## config.mk

```make
export PLATFORM = sky130hd
export DESIGN_NAME = prbs_engine
export DESIGN_NICKNAME = d
export VERILOG_FILES = /design/src/rtl/prbs_pkg.sv /design/src/rtl/prbs_tx_gen.sv /design/src/rtl/prbs_rx_chk.sv /design/src/rtl/prbs_err_acc.sv /design/src/rtl/prbs_engine.sv
export SDC_FILE = /design/constraint.sdc
export NUM_CORES = 1
export LEC_CHECK = 0
export BUFFER_PORTS_ARGS = -buffer_cell sky130_fd_sc_hd__buf_4
export CAP_MARGIN = 25
export CORE_ASPECT_RATIO = 1.75
export CORE_MARGIN = 2
export CORE_UTILIZATION = 40
export DETAILED_ROUTE_END_ITERATION = 10
export PLACE_DENSITY = 0.64
export SLEW_MARGIN = 40
export SYNTH_ARGS = -nofsm -noshare
export SYNTH_HDL_FRONTEND = slang
export SYNTH_HIERARCHICAL = 1
export SYNTH_SLANG_ARGS = --single-unit
export TNS_END_PERCENT = 1
```

## constraint.sdc

```tcl
create_clock -name clk -period 16.9 [get_ports clk]
set_clock_uncertainty 0.2 [all_clocks]
set_input_delay 2.535 -clock clk [delete_from_list [all_inputs] [get_ports clk]]
set_output_delay 2.535 -clock clk [all_outputs]
set_load 0.05 [all_outputs]
```

## src/rtl/prbs_pkg.sv

```systemverilog
package prbs_pkg;
    localparam int WORD_W = 32;
    localparam int ST_W   = 32;
    localparam int BITS_W = $clog2(WORD_W + 1);

    localparam logic [15:0] CODE_OFF_BOTH = 16'h03FF;
    localparam logic [15:0] CODE_OFF_TX   = 16'h01FF;
    localparam logic [15:0] CODE_OFF_RX   = 16'h02FF;

    typedef enum logic [2:0] {
        PAT_P7   = 3'd0,
        PAT_P9   = 3'd1,
        PAT_P11  = 3'd2,
        PAT_P15  = 3'd3,
        PAT_P23  = 3'd4,
        PAT_P31  = 3'd5,
        PAT_P13  = 3'd6,
        PAT_USER = 3'd7
    } pat_e;

    // Low command byte; field positions are decoded by the top
    typedef struct packed {
        logic stop;
        logic rsv6;
        logic fix;
        logic reseed;
        logic rsv3;
        pat_e sel;
    } opt_t;

    typedef struct packed {
        logic [WORD_W-1:0] word;
        logic [ST_W-1:0]   nxt;
    } adv_t;

    function automatic logic [ST_W-1:0] len_mask(pat_e sel);
        case (sel)
            PAT_P7:  return ST_W'(32'h0000_007F);
            PAT_P9:  return ST_W'(32'h0000_01FF);
            PAT_P11: return ST_W'(32'h0000_07FF);
            PAT_P15: return ST_W'(32'h0000_7FFF);
            PAT_P23: return ST_W'(32'h007F_FFFF);
            PAT_P31: return ST_W'(32'h7FFF_FFFF);
            PAT_P13: return ST_W'(32'h0000_1FFF);
            default: return '1;
        endcase
    endfunction

    // Register bit e-1 for every tap exponent e other than zero
    function automatic logic [ST_W-1:0] tap_mask(pat_e sel);
        case (sel)
            PAT_P7:  return ST_W'(32'h0000_0060);
            PAT_P9:  return ST_W'(32'h0000_0110);
            PAT_P11: return ST_W'(32'h0000_0500);
            PAT_P15: return ST_W'(32'h0000_6000);
            PAT_P23: return ST_W'(32'h0042_0000);
            PAT_P31: return ST_W'(32'h4800_0000);
            PAT_P13: return ST_W'(32'h0000_1803);
            default: return '0;
        endcase
    endfunction

    // One clock of the unrolled shift register: earliest bit lands in the MSB
    function automatic adv_t prbs_advance(logic [ST_W-1:0] st, pat_e sel,
                                          logic [WORD_W-1:0] usr, logic fix0);
        adv_t            r;
        logic [ST_W-1:0] lm;
        logic [ST_W-1:0] s;
        logic            fb;
        lm = len_mask(sel);
        s  = st & lm;
        if (fix0 && (s == '0)) s = lm;
        r = '0;
        if (sel == PAT_USER) begin
            r.word = usr;
        end else begin
            for (int i = WORD_W - 1; i >= 0; i--) begin
                fb        = ^(s & tap_mask(sel));
                r.word[i] = fb;
                s         = ((s << 1) | {{(ST_W-1){1'b0}}, fb}) & lm;
            end
        end
        r.nxt = s;
        return r;
    endfunction
endpackage

```

## src/rtl/prbs_tx_gen.sv

```systemverilog
module prbs_tx_gen
    import prbs_pkg::*;
(
    input  logic              clk,
    input  logic              rst,
    input  logic              load,
    input  logic              off,
    input  pat_e              sel_in,
    input  logic              fix_in,
    input  logic [WORD_W-1:0] usr,
    output logic [WORD_W-1:0] tx_data,
    output logic              tx_active
);
    logic [ST_W-1:0] st_q;
    pat_e            sel_q;
    logic            fix_q;
    adv_t            adv;

    always_comb adv = prbs_advance(st_q, sel_q, usr, fix_q);

    always_ff @(posedge clk) begin
        if (rst) begin
            st_q      <= '0;
            sel_q     <= PAT_P7;
            fix_q     <= 1'b0;
            tx_active <= 1'b0;
            tx_data   <= '0;
        end else if (load) begin
            st_q      <= len_mask(sel_in);
            sel_q     <= sel_in;
            fix_q     <= fix_in;
            tx_active <= 1'b1;
            tx_data   <= '0;
        end else if (off) begin
            tx_active <= 1'b0;
            tx_data   <= '0;
        end else if (tx_active) begin
            st_q    <= adv.nxt;
            tx_data <= adv.word;
        end
    end

    assert_tx_idle_zero_R3: assert property (@(posedge clk) disable iff (rst)
        !tx_active |-> (tx_data == '0));
endmodule

```

## src/rtl/prbs_rx_chk.sv

```systemverilog
module prbs_rx_chk
    import prbs_pkg::*;
#(
    parameter int LOCK_WORDS = 32
) (
    input  logic              clk,
    input  logic              rst,
    input  logic              load,
    input  logic              off,
    input  opt_t              opt_in,
    input  logic [WORD_W-1:0] usr,
    input  logic              rx_valid,
    input  logic [WORD_W-1:0] rx_data,
    output logic              cmp_fire,
    output logic [BITS_W-1:0] cmp_bits,
    output logic              rx_active,
    output logic              rx_lock,
    output logic              rx_halted
);
    localparam int RUN_W = $clog2(LOCK_WORDS + 1);

    logic [ST_W-1:0]  st_q;
    logic [RUN_W-1:0] run_q;
    logic             seeded_q;
    pat_e             sel_q;
    logic             reseed_q, fix_q, stop_q;
    adv_t             adv;
    logic [ST_W-1:0]  lm;

    always_comb begin
        lm       = len_mask(sel_q);
        adv      = prbs_advance(st_q, sel_q, usr, fix_q);
        cmp_bits = BITS_W'($countones(rx_data ^ adv.word));
        cmp_fire = rx_active && seeded_q && !rx_halted && rx_valid;
    end

    always_ff @(posedge clk) begin
        if (rst) begin
            st_q      <= '0;
            run_q     <= '0;
            seeded_q  <= 1'b0;
            sel_q     <= PAT_P7;
            reseed_q  <= 1'b0;
            fix_q     <= 1'b0;
            stop_q    <= 1'b0;
            rx_active <= 1'b0;
            rx_lock   <= 1'b0;
            rx_halted <= 1'b0;
        end else if (load) begin
            st_q      <= '0;
            run_q     <= '0;
            seeded_q  <= 1'b0;
            sel_q     <= opt_in.sel;
            reseed_q  <= opt_in.reseed;
            fix_q     <= opt_in.fix;
            stop_q    <= opt_in.stop;
            rx_active <= 1'b1;
            rx_lock   <= 1'b0;
            rx_halted <= 1'b0;
        end else if (off) begin
            seeded_q  <= 1'b0;
            run_q     <= '0;
            rx_active <= 1'b0;
            rx_lock   <= 1'b0;
            rx_halted <= 1'b0;
        end else if (rx_active && rx_valid && !rx_halted) begin
            if (!seeded_q) begin
                st_q     <= rx_data & lm;
                seeded_q <= 1'b1;
            end else if (cmp_bits != '0) begin
                run_q     <= '0;
                rx_lock   <= 1'b0;
                rx_halted <= stop_q;
                st_q      <= reseed_q ? (rx_data & lm) : adv.nxt;
            end else begin
                st_q <= adv.nxt;
                if (run_q < RUN_W'(LOCK_WORDS)) run_q <= run_q + 1'b1;
                if (run_q == RUN_W'(LOCK_WORDS - 1)) rx_lock <= 1'b1;
            end
        end
    end

    assert_halt_needs_stop_R7: assert property (@(posedge clk) disable iff (rst)
        $rose(rx_halted) |-> stop_q);

    assert_lock_drop_R10: assert property (@(posedge clk) disable iff (rst)
        (cmp_fire && (cmp_bits != '0) && !load && !off) |=> !rx_lock);
endmodule

```

## src/rtl/prbs_err_acc.sv

```systemverilog
module prbs_err_acc
    import prbs_pkg::*;
#(
    parameter int CNT_W = 32
) (
    input  logic               clk,
    input  logic               rst,
    input  logic               fire,
    input  logic [BITS_W-1:0]  bits,
    input  logic               busy,
    input  logic               clr,
    input  logic               latch,
    input  logic               rd,
    output logic [CNT_W/2-1:0] rd_data
);
    localparam int HALF_W = CNT_W / 2;

    logic [BITS_W-1:0] pend_q;
    logic [CNT_W-1:0]  cnt_q;
    logic [CNT_W-1:0]  snap_q;
    logic              hi_q;
    logic [CNT_W:0]    sum;

    always_comb sum = {1'b0, cnt_q} + (CNT_W+1)'(pend_q);

    always_ff @(posedge clk) begin
        if (rst) begin
            pend_q <= '0;
            cnt_q  <= '0;
        end else if (clr) begin
            pend_q <= '0;
            cnt_q  <= '0;
        end else begin
            pend_q <= (fire && !busy) ? bits : '0;
            cnt_q  <= sum[CNT_W] ? '1 : sum[CNT_W-1:0];
        end
    end

    always_ff @(posedge clk) begin
        if (rst) begin
            snap_q  <= '0;
            hi_q    <= 1'b0;
            rd_data <= '0;
        end else if (latch) begin
            snap_q <= cnt_q;
            hi_q   <= 1'b0;
        end else if (rd) begin
            rd_data <= hi_q ? snap_q[CNT_W-1:HALF_W] : snap_q[HALF_W-1:0];
            hi_q    <= !hi_q;
        end
    end

    assert_no_wrap_R8: assert property (@(posedge clk) disable iff (rst)
        (cnt_q < $past(cnt_q)) |-> $past(clr));

    assert_busy_drop_R8: assert property (@(posedge clk) disable iff (rst)
        (busy && !clr) ##1 !clr |=> $stable(cnt_q));

    assert_snap_hold_R9: assert property (@(posedge clk) disable iff (rst)
        !latch |=> $stable(snap_q));
endmodule

```

## src/rtl/prbs_engine.sv

```systemverilog
module prbs_engine
    import prbs_pkg::*;
#(
    parameter int CNT_W      = 32,
    parameter int LOCK_WORDS = 32
) (
    input  logic               clk,
    input  logic               rst,
    input  logic               cfg_valid,
    input  logic [15:0]        cfg_code,
    input  logic [WORD_W-1:0]  user_word,
    input  logic               busy,
    output logic [WORD_W-1:0]  tx_data,
    output logic               tx_active,
    input  logic               rx_valid,
    input  logic [WORD_W-1:0]  rx_data,
    output logic               rx_active,
    output logic               rx_lock,
    output logic               rx_halted,
    input  logic               cnt_clear,
    input  logic               cnt_latch,
    input  logic               cnt_read,
    output logic [CNT_W/2-1:0] rd_data
);
    opt_t              opt;
    logic              is_off;
    logic              off_tx, off_rx, load_tx, load_rx;
    logic              cmp_fire;
    logic [BITS_W-1:0] cmp_bits;
    logic              unused_rsv;

    always_comb begin
        opt     = opt_t'(cfg_code[7:0]);
        is_off  = (cfg_code == CODE_OFF_BOTH) || (cfg_code == CODE_OFF_TX) ||
                  (cfg_code == CODE_OFF_RX);
        off_tx  = cfg_valid && ((cfg_code == CODE_OFF_BOTH) || (cfg_code == CODE_OFF_TX));
        off_rx  = cfg_valid && ((cfg_code == CODE_OFF_BOTH) || (cfg_code == CODE_OFF_RX));
        load_tx = cfg_valid && !is_off && cfg_code[8];
        load_rx = cfg_valid && !is_off && cfg_code[9];
    end

    assign unused_rsv = ^{opt.rsv3, opt.rsv6};

    prbs_tx_gen u_tx (
        .clk       (clk),
        .rst       (rst),
        .load      (load_tx),
        .off       (off_tx),
        .sel_in    (opt.sel),
        .fix_in    (opt.fix),
        .usr       (user_word),
        .tx_data   (tx_data),
        .tx_active (tx_active)
    );

    prbs_rx_chk #(.LOCK_WORDS(LOCK_WORDS)) u_rx (
        .clk       (clk),
        .rst       (rst),
        .load      (load_rx),
        .off       (off_rx),
        .opt_in    (opt),
        .usr       (user_word),
        .rx_valid  (rx_valid),
        .rx_data   (rx_data),
        .cmp_fire  (cmp_fire),
        .cmp_bits  (cmp_bits),
        .rx_active (rx_active),
        .rx_lock   (rx_lock),
        .rx_halted (rx_halted)
    );

    prbs_err_acc #(.CNT_W(CNT_W)) u_acc (
        .clk     (clk),
        .rst     (rst),
        .fire    (cmp_fire),
        .bits    (cmp_bits),
        .busy    (busy),
        .clr     (cnt_clear),
        .latch   (cnt_latch),
        .rd      (cnt_read),
        .rd_data (rd_data)
    );

    assert_off_keeps_rx_R3: assert property (@(posedge clk) disable iff (rst)
        (cfg_valid && (cfg_code == CODE_OFF_TX) && rx_active) |=> rx_active);
endmodule

```

==> metrics.cfg, run 1 <==
[outcome]
outcome=complete, no violations

[hold_path]
whs_path_depth=2
hold-path-endpoint=u_tx/fix_q
hp-start=u_tx/fix_q
hold_class=reg -> reg

[timing]
finalSetupTns_ns=0
rsz0062_at_grt=false
worstMarginPinSlew_ns=0.952
fin_crit_ns=15.98
hold_violations=0
fin_crit_sh_pct=94.6
maxSlewViolCount=0
fmax_ghz=0.0626
slew_headroom_pct=36.3
setup_violations=0

[layout]
drive_gt1_share_pct=16.3
finalNonFillerCells=3984
multiInputGateArea_um2=19100
stdcell_area_um2=27000
final_nets=3309
utilization_pct=44.8
seqCellArea_um2=4090
fill_cells=6244
syn2layout_area_growth_pct=10.8
antenna_cells=0

[setup_path]
r2r-end=u_rx/st_q[12]
cpPeakStageDelay_ns=0.82
worstPathRequired_ns=17.20
worstSetupStartpointType=flop
criticalPathCategory=reg -> reg
cp_slowest_cell=dfxtp_2
worstPathArrival_ns=16.28
critPathMostFrequentCell=fa_1
end_kind=flop
ff2ff_path_depth=47
path_max_fanout=36
crit-reg2reg-launch=u_rx/sel_q[2]
reg2reg_slack_ns=0.92

[synthesis]
synth_top_area_share_pct=16.7
ys_async_sr_fraction_pct=0
synthCells=3169
synth_cell_types=138
syn_nets=3296
ys_warn_count=6
synth-edff-count=0
synth_area_um2=24400
synth_most_common_cell=nor2_1
synth-main-ff-cell=dfxtp_1
ys_seq_area_share_pct=16.7
syn-mean-instance-area_um2=7.69
ys_ff_latch=204
yosysTopAreaCell=dfxtp_1
netlist_top_cells_count=359 x nor2_1, 241 x nand2_1, 231 x a21oi_1, 204 x dfxtp_1, 191 x o21ai_0
synth_area_leaders=dfxtp_1 17%, xnor2_1 6.5%, nor2_1 5.5%, xor2_1 5.2%, a21oi_1 4.7%

[pwr]
p_leak_nw=10.3
p_per_area_nw_per_um2=265
power.total_w=0.00717
irDropWorstVdd_mv=0.742

[grt]
grt_use_met1_pct=39.6
grt_max_degree=76
grt_pass1_wl_um=178000
grt_util_all_layers_pct=38.8
antenna_found_initial=2
grt.met3_usage_pct=9.54
grt_pass1_vias=25500
use_met2_pct=64.1
overflow=0
busiest_layer=met2

[detailed_routing]
dr.pass1.iters=8
avgRoutedWirePerCell_um=31.5
drc=0
via_per_inst=6.79
drt_wl_total_um=126000
drtIter0Drc=3505
detail-route-antenna-nets=0
vias=27100

[cts]
clk_pin_slew_ns=0.07
ctsHoldBuffers=0
ctsRootBufferMaster=clkbuf_16
post_cts_buffers=0
cts_sinks=204
cts_resized=0
insertion_delay_ns=0.57
cts_tree=built
cts_buffer_depth=3
cts_buffers=22
htreeDepth=1

[flow_run]
maxCapViolCount=0

[placed_design]
place_area_um2=26200
dp.cells=3942
place.gp.congestion=1.08
dpl.hpwl_um=94500
portBuffers=139

[die]
io_pins=140
start_util_pct=40.4
die_area_um2=63000
rows=119
fp.dieW_um=191
core-area_um2=60300
die_h_um=331

-- kinds of logic after synthesis --
kind of cell	share of synthesized area [%]
multiplexers	6.65
XOR/XNOR	17.8
adder cells (fa/ha/maj)	2.77
AND/OR/NAND/NOR	22.0
AO/OA/AOI/OAI	28.5
flip-flops	16.7
buffers and inverters	5.61
-- worst max-delay path, delay by kind of cell (launching register included) --
kind,cells,cell delay (ns)
AOI/OAI and AO/OA,12,3.44
xor gates and xnor gates,9,2.48
adders and majority gates,8,3.50
buffers and inverters,3,0.92
DFF,1,0.82
muxes,2,0.88
and+or+nand+nor,13,3.62
-- registers in the layout, summed over array words and instances, names as in the netlist, 3 cells and up --
name,count
u_tx/sel_q,3
u_rx/run_q,6
u_rx/sel_q,3
u_acc/pend_q,6
u_tx/st_q,32
u_rx/st_q,32
u_acc/snap_q,32
u_acc/cnt_q,32
u_acc/rd_data,16
u_tx/tx_data,32
-- cells in the final DEF (no fill, tap or decap), drive strengths merged, types with 16 or more instances in the layout --
| cell | synthesis | final |
|---|---|---|
| and2 | 30 | 30 |
| xnor2 | 199 | 199 |
| nor2b | 16 | 16 |
| or2 | 20 | 20 |
| o21a | 19 | 19 |
| or4 | 18 | 18 |
| inv | 46 | 47 |
| and3 | 36 | 36 |
| or3 | 24 | 24 |
| a22oi | 39 | 39 |
| nand2 | 245 | 245 |
| o21ai | 207 | 207 |
| nor4 | 21 | 21 |
| a21oi | 254 | 254 |
| mux2 | 35 | 35 |
| a221oi | 19 | 19 |
| o22ai | 45 | 45 |
| mux2i | 117 | 117 |
| clkbuf | 174 | 33 |
| fa | 25 | 25 |
| o31ai | 24 | 24 |
| o221ai | 26 | 26 |
| xor2 | 154 | 154 |
| dfxtp | 204 | 204 |
| nand3 | 75 | 75 |
| buf | 86 | 248 |
| a211oi | 76 | 76 |
| nor3 | 101 | 101 |
| o211ai | 36 | 36 |
| nand4 | 29 | 29 |
| nand2b | 22 | 22 |
| xnor3 | 41 | 41 |
| a31oi | 69 | 69 |
| a21o | 24 | 24 |
| nor2 | 364 | 364 |
| a311oi | 30 | 30 |
-- cell type report --
cell class	instances	area share (%)
clock buffer	32	2.32
sequential	204	15.1
multi-input combinational	2659	70.6
tap	786	3.64
clock inverter	8	0.588
inverter	46	0.639
timing repair buffer	249	7.02
-- report_power, final --
group	internal, W	switching (W)
sequential	0.000507	0.0000453
combinational	0.00249	0.00359
clock	0.000321	0.000222
-- per-stage QoR --
stage / hold slack [ns] / setup WS, ns
floorplan: 0.251 / 3.90
global placement: 0.272 / 1.36
detailed placement: 0.279 / 1.31
CTS: 0.294 / 1.23
global route: 0.316 / 0.159
finish: 0.288 / 0.919
-- layer usage --
metal,vias to the layer above,routed length [µm],part of all wire (%)
li1,11700,-,-
met1,12800,41000,33
met2,1843,57000,45
met3,758,11500,9.2
met4,2,16000,13
met5,-,13,0.010
-- how the worst max path moves through the flow --
stage	from	to	slack, ns
5_1_grt	u_rx/sel_q[2]	u_rx/st_q[12]	0.16
3_5_place_dp	u_rx/sel_q[2]	u_rx/st_q[12]	1.31
4_1_cts	u_rx/sel_q[2]	u_rx/st_q[12]	1.23
6_report	u_rx/sel_q[2]	u_rx/st_q[12]	0.92
2_1_floorplan	u_rx/st_q[5]	u_rx/st_q[23]	3.90
3_3_place_gp	u_rx/sel_q[2]	u_rx/st_q[12]	1.36
(Power assumes the default switching activity.)
==> inputs of run 2 (changes only) <==
==> constraint.sdc (replaced) <==
create_clock -name clk -period 17.8 [get_ports clk]
set_clock_uncertainty 0.2 [all_clocks]
set_input_delay 1.78 -clock clk [delete_from_list [all_inputs] [get_ports clk]]
set_output_delay 1.78 -clock clk [all_outputs]
set_load 0.05 [all_outputs]
==> run 2 against run 1 <==
Net effect: worst hold slack improved by 0.0099 ns; largest cell class unchanged; critical endpoint unchanged; critical path type unchanged; flip-flop and latch count did not move; clock power shrank 14%; critical path depth decreased by 1; largest power group unchanged; die area did not move.
==> metrics.cfg, run 2 (synthesized netlist as in run 1, its figures left out) <==
[outcome]
outcome=complete, no violations  ; unchanged

[pwr]
pwr-share-clk_pct=6.8  ; was 7.6%
switching_power_w=0.00370  ; was 0.00386 W
comb_power_share_pct=85.3  ; was 84.7%
irDropWorstVdd_mv=0.545  ; was 0.742 mV
p_sw_share_pct=54.4  ; was 53.8%
power.total_w=0.00680  ; was 0.00717 W
p_per_area_nw_per_um2=253  ; was 265 nW/µm²
cellInternalPower_w=0.00310  ; was 0.00331 W
share_seq_of_total_power_pct=7.9  ; was 7.7%
p_leak_nw=10.2  ; was 10.3 nW

[setup_path]
reg2reg_slack_ns=2.04  ; was 0.92 ns
worstPathRequired_ns=18.09  ; was 17.20 ns
critPathMostFrequentCell=fa_1  ; unchanged
end_kind=flop  ; unchanged
worstSetupStartpointType=flop  ; unchanged
path_max_fanout=26  ; was 36
cp_slowest_cell=dfxtp_1  ; was dfxtp_2
r2r-end=u_rx/st_q[12]  ; unchanged
worstPathArrival_ns=16.05  ; was 16.28 ns
cpPeakStageDelay_ns=0.81  ; was 0.82 ns
crit-reg2reg-launch=u_rx/sel_q[1]  ; was u_rx/sel_q[2]
ff2ff_path_depth=46  ; was 47
criticalPathCategory=reg -> reg  ; unchanged

[timing]
fmax_ghz=0.0635  ; was 0.0626 GHz
finalSetupTns_ns=0  ; unchanged
setup_violations=0  ; unchanged
maxSlewViolCount=0  ; unchanged
fin_crit_ns=15.76  ; was 15.98 ns
fin_crit_sh_pct=88.5  ; was 94.6%
worstMarginPinSlew_ns=0.981  ; was 0.952 ns
hold_violations=0  ; unchanged
rsz0062_at_grt=false  ; unchanged
holdWs_ns=0.298  ; was 0.288 ns
slew_headroom_pct=34.5  ; was 36.3%

[grt]
antenna_found_initial=6  ; was 2
busiest_layer=met2  ; unchanged
grt_pass1_wl_um=183000  ; was 178000 µm
grt_max_degree=76  ; unchanged
grt_pass1_vias=25900  ; was 25500
overflow=0  ; unchanged
grt.met3_usage_pct=8.84  ; was 9.54%
grt_use_met1_pct=41.4  ; was 39.6%
use_met2_pct=66.1  ; was 64.1%
grt_util_all_layers_pct=40.1  ; was 38.8%

[cts]
post_cts_buffers=0  ; unchanged
cts_tree=built  ; unchanged
htreeDepth=1  ; unchanged
clk_pin_slew_ns=0.07  ; about the same
insertion_delay_ns=0.57  ; about the same
cts_buffers=21  ; was 22
cts_buffer_depth=3  ; unchanged
cts_sinks=204  ; unchanged
ctsHoldBuffers=0  ; unchanged
ctsRootBufferMaster=clkbuf_16  ; unchanged
cts_resized=0  ; unchanged

[detailed_routing]
via_per_inst=6.87  ; was 6.79
avgRoutedWirePerCell_um=32.7  ; was 31.5 µm
drtIter0Drc=3481  ; was 3505
detail-route-antenna-nets=0  ; unchanged
dr.pass1.iters=6  ; was 8
vias=27200  ; was 27100
drc=0  ; unchanged
drt_wl_total_um=130000  ; was 126000 µm

[placed_design]
place.gp.congestion=1.08  ; about the same
place_area_um2=26100  ; was 26200 µm²
portBuffers=139  ; unchanged
dpl.hpwl_um=97200  ; was 94500 µm

[die]
io_pins=140  ; unchanged
die_h_um=331  ; unchanged
die_area_um2=63000  ; unchanged
start_util_pct=40.4  ; unchanged
fp.dieW_um=191  ; unchanged
rows=119  ; unchanged
core-area_um2=60300  ; unchanged

[layout]
final_common_cell=nor2_1  ; unchanged
layout_common_cells=351 x nor2_1, 240 x nand2_1, 230 x buf_4, 228 x a21oi_1, 197 x dfxtp_1  ; was 354 x nor2_1, 243 x buf_4, 240 x nand2_1, 227 x a21oi_1, 197 x dfxtp_1
drive_gt1_share_pct=16.2  ; was 16.3%
final_nets=3294  ; was 3309
stdcell_area_um2=26900  ; was 27000 µm²
fill_cells=6230  ; was 6244
utilization_pct=44.5  ; was 44.8%
multiInputGateArea_um2=19100  ; about the same
seqCellArea_um2=4090  ; unchanged
syn2layout_area_growth_pct=10.2  ; was 10.8%
antenna_cells=0  ; unchanged

[hold_path]
hold-path-endpoint=u_acc/snap_q[20]  ; was u_tx/fix_q
hold_class=reg -> reg  ; unchanged
hp-start=u_acc/snap_q[20]  ; was u_tx/fix_q
whs_path_depth=2  ; unchanged

[flow_run]
maxCapViolCount=0  ; unchanged

-- run 2: changes by cell type in the layout (fill, tap and decap cells not counted), moves of 2 or more --
cell,change
nor2_1,-3
buf_4,-13
clkinv_2,+2
bufinv_16,-3
o32ai_1,-2
clkbuf_1,-4
o32ai_2,+2
nor2_2,+3
-- run 2: critical path, delay by kind of cell, from the launching register on --
kind,cells,cell delay (ns)
adders and majority gates,8,3.57
AOI/OAI and AO/OA,12,3.28
and+or+nand+nor,13,3.25
xor gates and xnor gates,6,1.95
muxes,4,1.90
DFF,1,0.81
buffers and inverters,3,0.71
-- run 2: final cells by class --
cell class / count / share of cell area [%]
repair buffers: 235 / 6.68
multi-input cells: 2659 / 71.3
flip-flops and latches: 204 / 15.2
inverters: 46 / 0.643
clock buffers: 28 / 2.24
clock inverters: 7 / 0.275
well taps: 786 / 3.66
-- run 2: stage by stage --
step / std cells / worst slack, ns
2_1_floorplan: 3169 / 4.80
3_3_place_gp: 3926 / 2.15
3_5_place_dp: 3929 / 2.40
4_1_cts: 3964 / 2.37
5_1_grt: 3965 / 1.29
6_report: 3965 / 2.04
-- run 2: worst max-delay path by stage --
stage	from	end	cells after the start
final	u_rx/sel_q[1]	u_rx/st_q[12]	46
after floorplan	u_rx/st_q[5]	u_rx/st_q[23]	50
after detailed placement	u_rx/sel_q[2]	u_rx/st_q[12]	48
after CTS	u_rx/sel_q[2]	u_rx/st_q[12]	48
after global routing	u_rx/sel_q[1]	u_rx/st_q[10]	48
after global placement	u_rx/sel_q[1]	u_rx/st_q[12]	46
-- run 2: power groups by stage --
| stage | clock network (W) | registers, W | logic [W] |
|---|---|---|---|
| after floorplan | 0 | 0.000541 | 0.00419 |
| after global placement | 0 | 0.000542 | 0.00559 |
| after detailed placement | 0 | 0.000542 | 0.00564 |
| after CTS | 0.000474 | 0.000532 | 0.00567 |
| after global routing | 0.000490 | 0.000535 | 0.00634 |
| final | 0.000466 | 0.000536 | 0.00580 |
-- run 2: metal layers --
metal / vias to the layer above / routed length [µm] / share of wire (%)
met5: - / 41 / 0.032
met4: 6 / 16500 / 13
met3: 756 / 11500 / 8.9
met2: 1851 / 59000 / 45
li1: 11600 / - / -
met1: 13000 / 42800 / 33
